**src/rtl/link_rst_seq_pkg.sv**
```systemverilog
package link_rst_seq_pkg;
    typedef enum logic [2:0] {
        WAIT_CFG  = 3'd0,
        WAIT_CAL  = 3'd1,
        WAIT_HOLD = 3'd2,
        WAIT_CORE = 3'd3,
        RUN       = 3'd4
    } seq_state_t;
endpackage

```
**src/rtl/lrs_sync2.sv**
```systemverilog
module lrs_sync2 #(
    parameter int         WIDTH   = 1,
    parameter logic [0:0] RST_VAL = 1'b1
) (
    input  logic             clk,
    input  logic             rst,
    input  logic [WIDTH-1:0] d_i,
    output logic [WIDTH-1:0] q_o
);
    logic [WIDTH-1:0] meta_q;
    logic [WIDTH-1:0] sync_q;

    genvar gi;
    generate
        for (gi = 0; gi < WIDTH; gi++) begin : g_bit
            always_ff @(posedge clk) begin
                if (rst) begin
                    meta_q[gi] <= RST_VAL[0];
                    sync_q[gi] <= RST_VAL[0];
                end else begin
                    meta_q[gi] <= d_i[gi];
                    sync_q[gi] <= meta_q[gi];
                end
            end
        end
    endgenerate

    assign q_o = sync_q;
endmodule

```
**src/rtl/lrs_hold_timer.sv**
```systemverilog
module lrs_hold_timer #(
    parameter int HOLD_CYC = 1000
) (
    input  logic clk,
    input  logic rst,
    output logic expired_o
);
    localparam int CW = $clog2(HOLD_CYC + 1);
    localparam logic [CW-1:0] LIMIT = CW'(HOLD_CYC);

    logic [CW-1:0] cnt_q;

    always_ff @(posedge clk) begin
        if (rst) begin
            cnt_q <= '0;
        end else if (cnt_q != LIMIT) begin
            cnt_q <= cnt_q + 1'b1;
        end
    end

    assign expired_o = (cnt_q == LIMIT);


    timer_sat_chk: assert property (@(posedge clk) disable iff (rst)
        expired_o |=> expired_o);
endmodule

```
**src/rtl/link_rst_seq.sv**
```systemverilog
module link_rst_seq
    import link_rst_seq_pkg::*;
#(
    parameter int CLK_HZ  = 125_000_000,
    parameter int HOLD_MS = 100
) (
    input  logic       clk,
    input  logic       rst,
    input  logic       cfg_done_i,
    input  logic       plug_mode_i,
    input  logic       txcal_busy_i,
    input  logic       rxcal_busy_i,
    input  logic       core_rst_stat_i,
    output logic       mgr_rst_o,
    output logic       link_rst_n_o,
    output logic       app_rst_o,
    output logic       done_o,
    output logic [2:0] state_o
);
    localparam int HOLD_CYC = (CLK_HZ / 1000) * HOLD_MS;

    seq_state_t state_q, state_d;
    logic [2:0] async_s;
    logic       busy_any;
    logic       core_busy;
    logic       hold_done;

    lrs_sync2 #(.WIDTH(3), .RST_VAL(1'b1)) u_sync (
        .clk (clk),
        .rst (rst),
        .d_i ({core_rst_stat_i, rxcal_busy_i, txcal_busy_i}),
        .q_o (async_s)
    );

    assign busy_any  = async_s[0] | async_s[1];
    assign core_busy = async_s[2];

    lrs_hold_timer #(.HOLD_CYC(HOLD_CYC)) u_timer (
        .clk       (clk),
        .rst       (rst),
        .expired_o (hold_done)
    );

    always_comb begin
        state_d = state_q;
        unique case (state_q)
            WAIT_CFG:  if (cfg_done_i) state_d = WAIT_CAL;
            WAIT_CAL:  if (!busy_any) state_d = WAIT_HOLD;
            WAIT_HOLD: begin
                if (busy_any)                       state_d = WAIT_CAL;
                else if (!plug_mode_i || hold_done) state_d = WAIT_CORE;
            end
            WAIT_CORE: if (!core_busy) state_d = RUN;
            RUN:       state_d = RUN;
            default:   state_d = WAIT_CFG;
        endcase
    end

    always_ff @(posedge clk) begin
        if (rst) state_q <= WAIT_CFG;
        else     state_q <= state_d;
    end

    always_comb begin
        mgr_rst_o    = 1'b1;
        link_rst_n_o = 1'b0;
        app_rst_o    = 1'b1;
        done_o       = 1'b0;
        unique case (state_q)
            WAIT_CFG:  ;
            WAIT_CAL:  mgr_rst_o = 1'b0;
            WAIT_HOLD: mgr_rst_o = 1'b0;
            WAIT_CORE: begin
                mgr_rst_o    = 1'b0;
                link_rst_n_o = 1'b1;
            end
            RUN: begin
                mgr_rst_o    = 1'b0;
                link_rst_n_o = 1'b1;
                app_rst_o    = 1'b0;
                done_o       = 1'b1;
            end
            default: ;
        endcase
    end

    assign state_o = state_q;


    mgr_first_chk: assert property (@(posedge clk) disable iff (rst)
        link_rst_n_o |-> !mgr_rst_o);

    link_after_cal_chk: assert property (@(posedge clk) disable iff (rst)
        $rose(link_rst_n_o) |-> !$past(busy_any));

    plug_hold_chk: assert property (@(posedge clk) disable iff (rst)
        ($rose(link_rst_n_o) && plug_mode_i) |-> $past(hold_done));

    app_last_chk: assert property (@(posedge clk) disable iff (rst)
        !app_rst_o |-> link_rst_n_o);

    done_sticky_chk: assert property (@(posedge clk) disable iff (rst)
        done_o |=> done_o);
endmodule

```
**config.mk**
```make
export PLATFORM = sky130hd
export DESIGN_NAME = link_rst_seq
export DESIGN_NICKNAME = d
export VERILOG_FILES = /design/src/rtl/link_rst_seq_pkg.sv /design/src/rtl/lrs_sync2.sv /design/src/rtl/lrs_hold_timer.sv /design/src/rtl/link_rst_seq.sv
export SDC_FILE = /design/constraint.sdc
export NUM_CORES = 1
export LEC_CHECK = 0
export BUFFER_PORTS_ARGS = -buffer_cell sky130_fd_sc_hd__buf_2
export CAP_MARGIN = 20
export CORE_ASPECT_RATIO = 1.5
export CORE_MARGIN = 2
export CORE_UTILIZATION = 56
export CTS_CLUSTER_DIAMETER = 60
export DETAILED_ROUTE_END_ITERATION = 8
export PLACE_DENSITY = 0.84
export SLEW_MARGIN = 20
export SYNTH_ARGS = -nofsm -noshare
export SYNTH_HDL_FRONTEND = slang
export SYNTH_SLANG_ARGS = --single-unit
export TNS_END_PERCENT = 50
```
**constraint.sdc**
```tcl
create_clock -name clk -period 3.1 [get_ports clk]
set_clock_uncertainty 0.2 [all_clocks]
set_input_delay 0.62 -clock clk [delete_from_list [all_inputs] [get_ports clk]]
set_output_delay 0.62 -clock clk [all_outputs]
set_load 0.05 [all_outputs]
```
==> results list, run 1 <==
* Per-instance average area after synthesis: 8.97 um^2
- Max-capacitance violation count: 0
* Post-synthesis adder-cell area fraction: 1.57%
- TritonCTS built the clock tree.
- Once the clock tree was built, the resizer swapped 0 gates to a different size.
* Clock insertion delay at the later pin of the skew report: 0.29 ns
- In the routed design, unresolved DRC markers number 0.
- For this design the ratio of total power to cell area is 510 nW/um^2.
- Antenna-violating nets left: 0
- The share of total power dissipated in the clock network is 46.7%.
- Total cell area at the placement stage: 1640 um^2
- CTS root buffer: sky130_fd_sc_hd__clkbuf_8
- In this run the tightest slew margin relative to its limit is 64.7%.
- The count of pins over their slew limit came to 0.
- Dominant cell type by area after synthesis: sky130_fd_sc_hd__dfxtp_1
* Overall die area: 3300 um^2
* Via density: 5.75
- On the critical path, the stage with the largest delay is an instance of sky130_fd_sc_hd__dfxtp_1.
- Together, buffers and inverters on the worst path number 1.
- Clock-pin slew on the worst setup and hold paths: 0.06 ns
- The floorplan step set the die height to 69.4 um.
- STA puts the critical path data arrival time at 1.37 ns.
- Portion of the post-synthesis area used by sequential elements: 41.4%
- CTS Buf Count: 5
* Number of I/O pins: 14
- The detailed router finished its first iteration with 37 violations.
- Setup violations remaining at the end of the flow were counted as 0.
* Portion of synthesized cell area occupied by the leading cell type: 41.4%
- In this run, post-CTS hold repair placed 0 buffers.
- Tot Pwr: 899 uW
- List of most frequent post-synthesis cells: sky130_fd_sc_hd__dfxtp_1, sky130_fd_sc_hd__nor2_1, sky130_fd_sc_hd__a21oi_1, sky130_fd_sc_hd__xor2_1, sky130_fd_sc_hd__nand2_1
- The number of failing hold endpoints at the final stage was 0.
- Largest fanout of any net on the critical path: 8
- Setup repair after global routing left no endpoint under its margin.
* Area added between synthesis and finish: 10.5%
- For this run, the number of standard cells in the final layout without fillers is 228.
- The worst-case IR drop observed on VDD is 0.000465 V.
- Main combinational cell family by area after synthesis: simple AND/OR/NAND/NOR gates
- Routed length per instance: 13.1 um
* Post-CTS Setup Inserts: 0
- Post-synthesis compound-gate area fraction: 10.8%
- Xor and xnor fraction of the mapped netlist area: 7.68%
- Data required time at the worst endpoint: 2.28 ns
* Number of flops mapped to enable cells by yosys: 0
* Final cell area excluding filler cells: 1760 um^2
- Tightest Pin Transition: 0.530 ns
- Cell with the most instances after synthesis: sky130_fd_sc_hd__dfxtp_1
- After layout, the worst path uses 70.8% of the clock period.
- The number of global-route vias before repair was 1239.
- After synthesis, the share of flip-flops with an asynchronous set or reset is 0%.
- In the synthesized netlist, mux cells make up 0.705% of the area.
- Die extent in x: 47.6 um
- First-pass GRT wire length: 5040 um
- The synthesized netlist occupies a cell area of 1600 um^2.
- In this run the static leakage power is 0.646 nW.
* Setup Crit Path Kind: register to output port
- Static timing analysis puts the maximum clock frequency at 0.456 GHz.
* Starting density of the core: 59.0%
- In this run the tool buffered the top-level ports with 13 buffer cells.
- In this run the power spent charging and discharging nets is 191 uW.
- Cells along the critical path: nor2_1 -> nand2_1 -> nand2_1 -> buf_2
- Ys Warns: 0
- Combined global-route utilization of all metal layers: 21.1%
* End-of-flow core utilization: 65.2%
* Worst-case hold slack: 0.213 ns
- Number of synthesized register bits: 33
- Aggregate global routing overflow: 0
- Total number of vias: 1312
* Switching part of the total power: 21.3%
- Placeable core region: 2710 um^2
- After layout, the minimum clock period comes to 2.19 ns.
- STA classifies the critical path endpoint as an output port.
- The internal portion of the total power is 708 uW.
- Synthesis produced a netlist with a net count of 187.
- Detailed Routing Iterations Pass 1: 4
* Combinational cell fraction of total power: 4.4%
* Ant. Diodes: 0
- CP delay by family, top: simple AND/OR/NAND/NOR gates
- Initial antenna violation count: 0
- In the final layout, the share of cells above drive strength 1 is 17.3%.
* Total Wirelength: 2990 um
* Cell types with the largest area share after synthesis: sky130_fd_sc_hd__dfxtp_1, sky130_fd_sc_hd__xor2_1, sky130_fd_sc_hd__a21oi_1, sky130_fd_sc_hd__nor2_1, sky130_fd_sc_hd__o31ai_1
* Part of the power in registers: 48.9%
- Critical Path Most Common Cell: sky130_fd_sc_hd__nand2_1
- The worst setup path is launched from a register.
- The congestion estimate from routability-driven global placement came to 0.827.
- The clock net in this run drives a total of 33 sinks.
- Pin count of the biggest net entering global routing: 35
- OpenSTA, run right after detailed placement, puts the worst setup slack at 1.12 ns.
- Row count: 23
* Run status: completed
- On the worst path, the slowest cell contributes a delay of 0.38 ns.
* Min-Delay Path Class: register to register
* PnR worst setup slack: 0.906 ns
* Distinct cell type count after synthesis: 41
- Total placed cells including tap cells: 220
- CTS max path bufs: 2
- The most used flip-flop cell after synthesis is sky130_fd_sc_hd__dfxtp_1.
- Simple-gate share of the synthesized area: 32.7%
- Accumulated negative setup slack: 0 ns
- The clock tree synthesis step divided the H-tree into 2 levels.
- Once detailed placement completed, the half-perimeter wirelength came to 2210 um.
- Number of cells produced by synthesis: 178
- At the end of the flow, the number of nets in the layout was 199.
-- metal layers --
layer / up-vias / part of all wire, % / track usage [%]
met5: - / 0 / 0
met4: 0 / 3.0 / 12.3
met3: 10 / 4.8 / 6.77
met2: 28 / 51 / 35.3
met1: 610 / 42 / 21.1
li1: 664 / - / -
-- layout make-up --
class	count	area (um^2)
inverter	5	18.8
fill	238	941
clock inverter	2	37.5
clock buffer	6	82.6
timing repair buffer	13	65.1
sequential	33	661
tap	37	46.3
multi-input combinational	132	853
-- power by group through the flow --
stage          clock [mW]  combinational [mW]  sequential, mW
3_5_place_dp            0              0.0404           0.449
5_1_grt             0.444              0.0438           0.440
3_3_place_gp            0              0.0386           0.448
2_1_floorplan           0              0.0286           0.451
6_report            0.420              0.0396           0.439
4_1_cts             0.429              0.0405           0.439
-- kinds of logic after synthesis --
group | after synthesis
compound gates | 28
fa+ha+maj | 2
xor+xnor | 14
buf+inv | 13
flops | 33
simple gates | 87
mux | 1
-- flip-flops by register name, summed over array words and instances, names as in the netlist --
register,cells
state_o,3
u_sync.meta_q,3
u_sync.q_o,3
u_timer.cnt_q,24
-- placed cells by master (no fill, tap or decap), drive strengths merged --
cell type | synthesis | routed
nor2 | 15 | 15
nand3b | 3 | 3
nand2b | 2 | 2
xor2 | 12 | 12
nor2b | 2 | 2
nor3 | 5 | 5
or3 | 2 | 2
o31ai | 7 | 7
and2 | 5 | 5
xnor2 | 2 | 2
bufinv | 0 | 1
dfxtp | 33 | 33
nand4b | 1 | 1
or4 | 6 | 6
and3b | 1 | 1
and3 | 1 | 1
nand2 | 11 | 11
and4 | 5 | 5
a221o | 1 | 1
o21a | 1 | 1
nor4b | 1 | 1
buf | 5 | 13
o22ai | 1 | 1
ha | 2 | 2
inv | 5 | 5
nor3b | 1 | 1
or2 | 6 | 6
a21o | 1 | 1
a2111oi | 1 | 1
clkinvlp | 0 | 1
nor4bb | 1 | 1
clkbuf | 3 | 6
o21ai | 4 | 4
mux2 | 1 | 1
nand4 | 9 | 9
nand3 | 8 | 8
nor4 | 2 | 2
a21oi | 12 | 12
-- path summary, 6_finish.rpt --
check	endpoint	cells after the start	startpoint	slack, ns
setup reg to reg	u_timer.cnt_q[23]	4	u_timer.cnt_q[2]	1.09
hold / removal	u_sync.q_o[0]	1	u_sync.meta_q[0]	0.21
setup / recovery	link_rst_n_o	4	state_o[1]	0.91
hold reg to reg	u_sync.q_o[0]	1	u_sync.meta_q[0]	0.21
No activity file was read; power rests on OpenSTA's default activity.
==> run 2, diff against run 1 <==
--- a/config.mk
+++ b/config.mk
@@ -9,10 +9,10 @@
 export CAP_MARGIN = 20
 export CORE_ASPECT_RATIO = 1.5
 export CORE_MARGIN = 2
-export CORE_UTILIZATION = 56
+export CORE_UTILIZATION = 52
 export CTS_CLUSTER_DIAMETER = 60
 export DETAILED_ROUTE_END_ITERATION = 8
-export PLACE_DENSITY = 0.84
+export PLACE_DENSITY = 0.82
 export SLEW_MARGIN = 20
 export SYNTH_ARGS = -nofsm -noshare
 export SYNTH_HDL_FRONTEND = slang
==> constraint.sdc (replaced) <==
create_clock -name clk -period 1.9 [get_ports clk]
set_clock_uncertainty 0.2 [all_clocks]
set_input_delay 0.38 -clock clk [delete_from_list [all_inputs] [get_ports clk]]
set_output_delay 0.38 -clock clk [all_outputs]
set_load 0.05 [all_outputs]
==> run 2 against run 1 <==
Compared with the run above:
- hold slack lost 0.15 ns
- register-to-register slack worse by 1.1 ns
- wire length increased by 23%
- largest power group unchanged
- cell area grew 6.0%
- combinational power up 110%
- sequential power grew 64%
- die area is 7.1% higher
- count of clock-buffer cells in the layout stayed put
- final cell count is 4.8% higher
==> results list, run 2 (synthesis results as in run 1) <==
* Category of the worst setup path launch point: register
- Leaving out fill and tap cells, the most frequent cell in the layout is sky130_fd_sc_hd__dfxtp_1.
- At the pin with the least slew margin, the transition time is 0.371 ns.
* Pin count of the biggest net entering global routing: 23
- Row count: 24
- In the final routed layout, each cell accounts on average for 15.4 um.
- Counting the buffers created by CTS gives 5.
- First-pass GRT wire length: 6070 um
* H-tree depth reported by CTS: 2
- The routed design has 3690 um of wire.
- Once placement finished, the instance area stood at 1740 um^2.
- The worst hold path passes through 2 cells.
- Across the whole layout, storage elements account for 671 um^2.
- 0 antenna diodes ended up in the layout.
- Biggest register: u_timer.cnt_q
- Total setup violations reported at the end of the flow: 0
- Placeable core region: 2910 um^2
- Remaining design rule violation count: 0
- Timing would allow up to 0.536 GHz.
- The die is 49.2 um wide.
- During placement, the flow inserted port buffers numbering 13.
- The register with the most flip-flops in the layout has 24 of them.
- PwrDens: 698 nW/um^2
- Initial antenna violation count: 0
* Maximum vdd ir drop: 0.000514 V
- Combined area of the multi-input logic cells: 911 um^2
- Number of I/O pins: 14
- Global routing finished with a remaining overflow of 0.
- Along the worst path, the maximum fanout reaches 11.
- TritonCTS built the clock tree.
- The routed design could run at a clock period as short as 1.87 ns.
- Final cell area excluding filler cells: 1870 um^2
- Critical Path Sink Type: register
* CTS root buffer: sky130_fd_sc_hd__clkbuf_8
- The flow ran to the end, and the final reports show no timing, DRC or antenna violations.
* CTS max path bufs: 2
- In the final design database the tool counted 208 nets.
- Post-CTS Setup Inserts: 0
* Crit share post-route: 98.2%
- Data required time at the worst endpoint: 1.88 ns
- Total number of vias: 1380
* Worst-case hold slack: 0.0653 ns
* LEAKAGE: 0.689 nW
- Starting density of the core: 54.8%
- After detailed routing, the number of vias per cell comes to 5.77.
- Hold violation total from the final report: 0
* Count of cells along the worst register-to-register path: 4
* Area added between synthesis and finish: 17.2%
- The die covers 3540 um^2.
* GP Congestion: 0.790
- Iteration-0 DRC count of the detailed router: 46
- Min-Delay Path Class: input pin to register
- The worst setup path is of the register to register kind.
- Accumulated negative setup slack: 0 ns
* Clock-pin slew on the worst setup and hold paths: 0.07 ns
- Detailed Routing Iterations Pass 1: 4
- Combined global-route utilization of all metal layers: 22.4%
* Relative max-transition margin: 75.3%
- In the layout the commonest cells are sky130_fd_sc_hd__dfxtp_1, sky130_fd_sc_hd__nor2_1, sky130_fd_sc_hd__a21oi_1, sky130_fd_sc_hd__buf_2, sky130_fd_sc_hd__xor2_1.
* Count of hold buffers inserted by post-cts repair: 0
* Number of global-route vias before repair: 1443
- Layout filler cell count: 233
- Post-place setup slack: 0.0466 ns
- In the post-route analysis, the smallest setup slack over all paths is 0.0349 ns.
* Floorplan die height: 71.9 um
* Fraction of layout cells with a size suffix above 1: 30.0%
- For the worst-skew pair, the clock arrives at the later sink with an insertion delay of 0.29 ns.
- Detailed placement finished with a half-perimeter wire length of 2470 um.
- Antenna-violating nets left: 0
* Clk sinks: 33
- The tool flagged a number of max-cap violations equal to 0.
- The count of pins over their slew limit was 0.
- Crit path DAT: 1.85 ns
[run 2: worst paths after layout]
path	start	endpoint	slack [ns]
worst max-delay path	u_timer.cnt_q[9]	u_timer.cnt_q[22]	0.03
worst max register to register	u_timer.cnt_q[9]	u_timer.cnt_q[22]	0.03
worst min-delay path	txcal_busy_i	u_sync.meta_q[0]	0.07
worst min register to register	u_sync.meta_q[0]	u_sync.q_o[0]	0.21
[run 2: routing by layer]
metal | track usage, % | routed length [um] | part of all wire [%] | vias to the layer above
li1 | - | - | - | 680
met1 | 22.6 | 1470 | 40 | 656
met2 | 41.1 | 1960 | 53 | 32
met3 | 5.63 | 148 | 4.0 | 12
met4 | 12.7 | 119 | 3.2 | 0
met5 | 0 | 0 | 0 | -
[run 2: worst max-delay path: stages, from the launching register on]
cell	delay (ns)
sky130_fd_sc_hd__dfxtp_1	0.45
sky130_fd_sc_hd__and4_4	0.31
sky130_fd_sc_hd__nand4_4	0.18
sky130_fd_sc_hd__nor3b_1	0.26
sky130_fd_sc_hd__mux2_2	0.35
[run 2: area by class of cell]
type / instances / area share, %
multi-input cells: 132 / 48.7
clock inverters: 2 / 0.535
flip-flops and latches: 33 / 35.9
well taps: 39 / 2.61
inverters: 5 / 1.20
clock buffers: 6 / 3.88
repair buffers: 22 / 7.22
[run 2: metrics by stage]
step                power (mW)  utilization, %  instances
floorplan                0.784               -        178
global placement         0.802            59.7        231
detailed placement       0.807            59.7        231
CTS                       1.31            62.9        239
global route              1.36            64.2        239
finish                    1.31            64.2        239
[run 2: where the power goes]
| part | internal [mW] | total (mW) | switching [mW] |
|---|---|---|---|
| Clock | 0.253 | 0.506 | 0.253 |
| Combinational | 0.0327 | 0.0815 | 0.0488 |
| Sequential | 0.706 | 0.718 | 0.0123 |
[run 2: repair_timing]
item,4_1_cts,5_1_grt
pin swaps,0,0
resized for setup,3,13
setup endpoints to repair,4,8
==> run 3, diff against run 2 <==
--- a/config.mk
+++ b/config.mk
@@ -9,10 +9,10 @@
 export CAP_MARGIN = 20
 export CORE_ASPECT_RATIO = 1.5
 export CORE_MARGIN = 2
-export CORE_UTILIZATION = 52
+export CORE_UTILIZATION = 40
 export CTS_CLUSTER_DIAMETER = 60
 export DETAILED_ROUTE_END_ITERATION = 8
-export PLACE_DENSITY = 0.82
+export PLACE_DENSITY = 0.67
 export SLEW_MARGIN = 20
 export SYNTH_ARGS = -nofsm -noshare
 export SYNTH_HDL_FRONTEND = slang
==> run 3 against run 2 <==
Compared with the run above:
- register-to-register slack improved by 0.07 ns
- hold slack gained 0.0097 ns
- clock power fell by 1%
- first-iteration DRC count down 43%
- combinational power fell by 3.4%
- setup slack better by 0.044 ns
- sequential cell count stayed put
- via count down 3.6%
- count of clock-buffer cells in the layout grew 2
- largest power group unchanged
==> results list, run 3 (synthesis results as in run 1) <==
- The number of setup buffers added after CTS is 0.
- After routing the design area is 1900 um^2.
* Die extent in x: 55.6 um
* Endpoint, Worst Hold: u_sync.meta_q[2]
- The startpoint identified for the worst hold timing path is core_rst_stat_i.
- The worst pin sits at a relative slew slack of 76.7%.
* Number of pins exceeding their max-slew limit in the final report: 0
- Clk sinks: 33
- TritonCTS built the clock tree.
- End-of-flow core utilization: 48.8%
- Remaining design rule violation count: 0
* Count of cells along the worst register-to-register path: 4
* GP Congestion: 0.786
- The worst setup path is captured at an output port.
* Setup Crit Path Kind: register to output port
- The tightest min-delay check is of the input pin to register type.
- Most used cells in the layout excluding fill and tap cells: sky130_fd_sc_hd__dfxtp_1, sky130_fd_sc_hd__nor2_1, sky130_fd_sc_hd__buf_4
- CTS max path bufs: 2
- Once the floorplan was initialized, standard cells occupied 41.1% of the core.
* Buffers added on ports: 13
- Total number of vias: 1330
- The register with the most flip-flops in the layout has 24 of them.
- Across the run, the number of max-cap violations was 0.
- Number of I/O pins: 14
- Tightest Pin Transition: 0.345 ns
- The run finished with clean final reports.
- Accumulated negative setup slack: 0 ns
* Total setup violations reported at the end of the flow: 0
- At the worst endpoint, the required time is 1.32 ns.
- The floorplan step defined a die boundary enclosing 4520 um^2.
* Antenna-violating nets left: 0
* Category of the worst setup path launch point: register
- Fraction of layout cells with a size suffix above 1: 29.3%
* Number of global-route vias before repair: 1205
- Total Wirelength: 3150 um
- Biggest register: u_timer.cnt_q
- Count of hold buffers inserted by post-cts repair: 0
- Clock-pin slew on the worst setup and hold paths: 0.06 ns
- Floorplan die height: 81.4 um
- Along the worst path, the maximum fanout reaches 7.
- LEAKAGE: 0.702 nW
* HPWL after DPL: 2270 um
- For this run, the post-layout net count is 213.
* Area added between synthesis and finish: 19.0%
- The number of failing hold endpoints at the final stage is 0.
* CTS Buf Count: 5
- Routed length per instance: 12.6 um
- Of the available clock period, the critical path in the final layout requires 95.8%.
* Iteration-0 DRC count of the detailed router: 26
* Tot Pwr: 1.30 mW
- Across the VDD grid, the largest voltage drop is 0.000376 V.
- In this run the power density over the cells is 682 nW/um^2.
* Combined global-route utilization of all metal layers: 15.1%
- Flop-to-flop setup slack: 0.10 ns
* Layout filler cell count: 385
* Via density: 5.32
- Leading cell type in the layout, fill and taps excluded: sky130_fd_sc_hd__dfxtp_1
- The worst hold path passes through 2 cells.
- Final min period: 1.82 ns
* Detailed Routing Iterations Pass 1: 4
- CTS root buffer: sky130_fd_sc_hd__clkbuf_8
- Initial antenna violation count: 0
* Ant. Diodes: 0
* Crit path DAT: 1.24 ns
* Placeable core region: 3890 um^2
- Pin count of the biggest net entering global routing: 16
- First-pass GRT wire length: 5280 um
- Clock insertion delay at the later pin of the skew report: 0.28 ns
- Reg2reg start: u_timer.cnt_q[9]
- Derived from the worst setup path, the maximum achievable clock frequency is 0.549 GHz.
- The worst register-to-register path ends at u_timer.cnt_q[20].
* H-tree depth reported by CTS: 2
- Total cell area at the placement stage: 1780 um^2
- Aggregate global routing overflow: 0
* Row count: 28
run 3: per-layer routing:
metal	GRT usage (%)	share of wire, %	vias to the layer above
li1	-	-	697
met1	16.9	46	616
met2	25.6	49	9
met3	2.87	1.9	8
met4	11.0	3.0	0
met5	0	0	-
run 3: area by class of cell:
type	instances	area [um^2]	area share [%]
Clock buffer	8	80.1	4.22
Inverter	5	22.5	1.19
Tap cell	45	56.3	2.96
Timing Repair Buffer	27	170	8.96
Multi-Input combinational cell	132	900	47.4
Sequential cell	33	671	35.3
run 3: what timing repair did:
action,CTS,global route
pin swaps,0,0
gates resized for setup,2,12
setup endpoints to repair,4,10
run 3: critical path: stages, from the launching register on:
cell and delay (ns):
sky130_fd_sc_hd__dfxtp_2 0.37, sky130_fd_sc_hd__nor2_4 0.18, sky130_fd_sc_hd__nand2_4 0.09, sky130_fd_sc_hd__nand2_2 0.07
sky130_fd_sc_hd__buf_2 0.25
run 3: report_power, final:
group	switching, mW	leakage [nW]	total (mW)	internal [mW]
clock	0.239	0.0395	0.499	0.260
sequential	0.0121	0.271	0.717	0.705
combinational	0.0462	0.392	0.0787	0.0325
total	0.297	0.702	1.30	0.998
run 3: metrics by stage:
step                hold slack, ns  worst slack, ns  std cells
finish                      0.0749           0.0791        250
global route                0.0757          -0.0424        250
CTS                         0.0703           0.0157        250
detailed placement           0.199           0.0326        242
global placement             0.193           0.0455        242
floorplan                    0.189           0.0381        178
run 3: worst max-delay path by stage:
stage / from / end / depth (start not counted) / slack [ns]
after floorplan: state_o[0] / mgr_rst_o / 2 / 0.04
after global placement: u_timer.cnt_q[17] / state_o[0] / 4 / 0.05
after detailed placement: u_timer.cnt_q[4] / u_timer.cnt_q[15] / 4 / 0.03
after CTS: u_timer.cnt_q[4] / u_timer.cnt_q[15] / 4 / 0.02
after global routing: u_timer.cnt_q[2] / state_o[0] / 4 / -0.04
final: state_o[0] / link_rst_n_o / 4 / 0.08
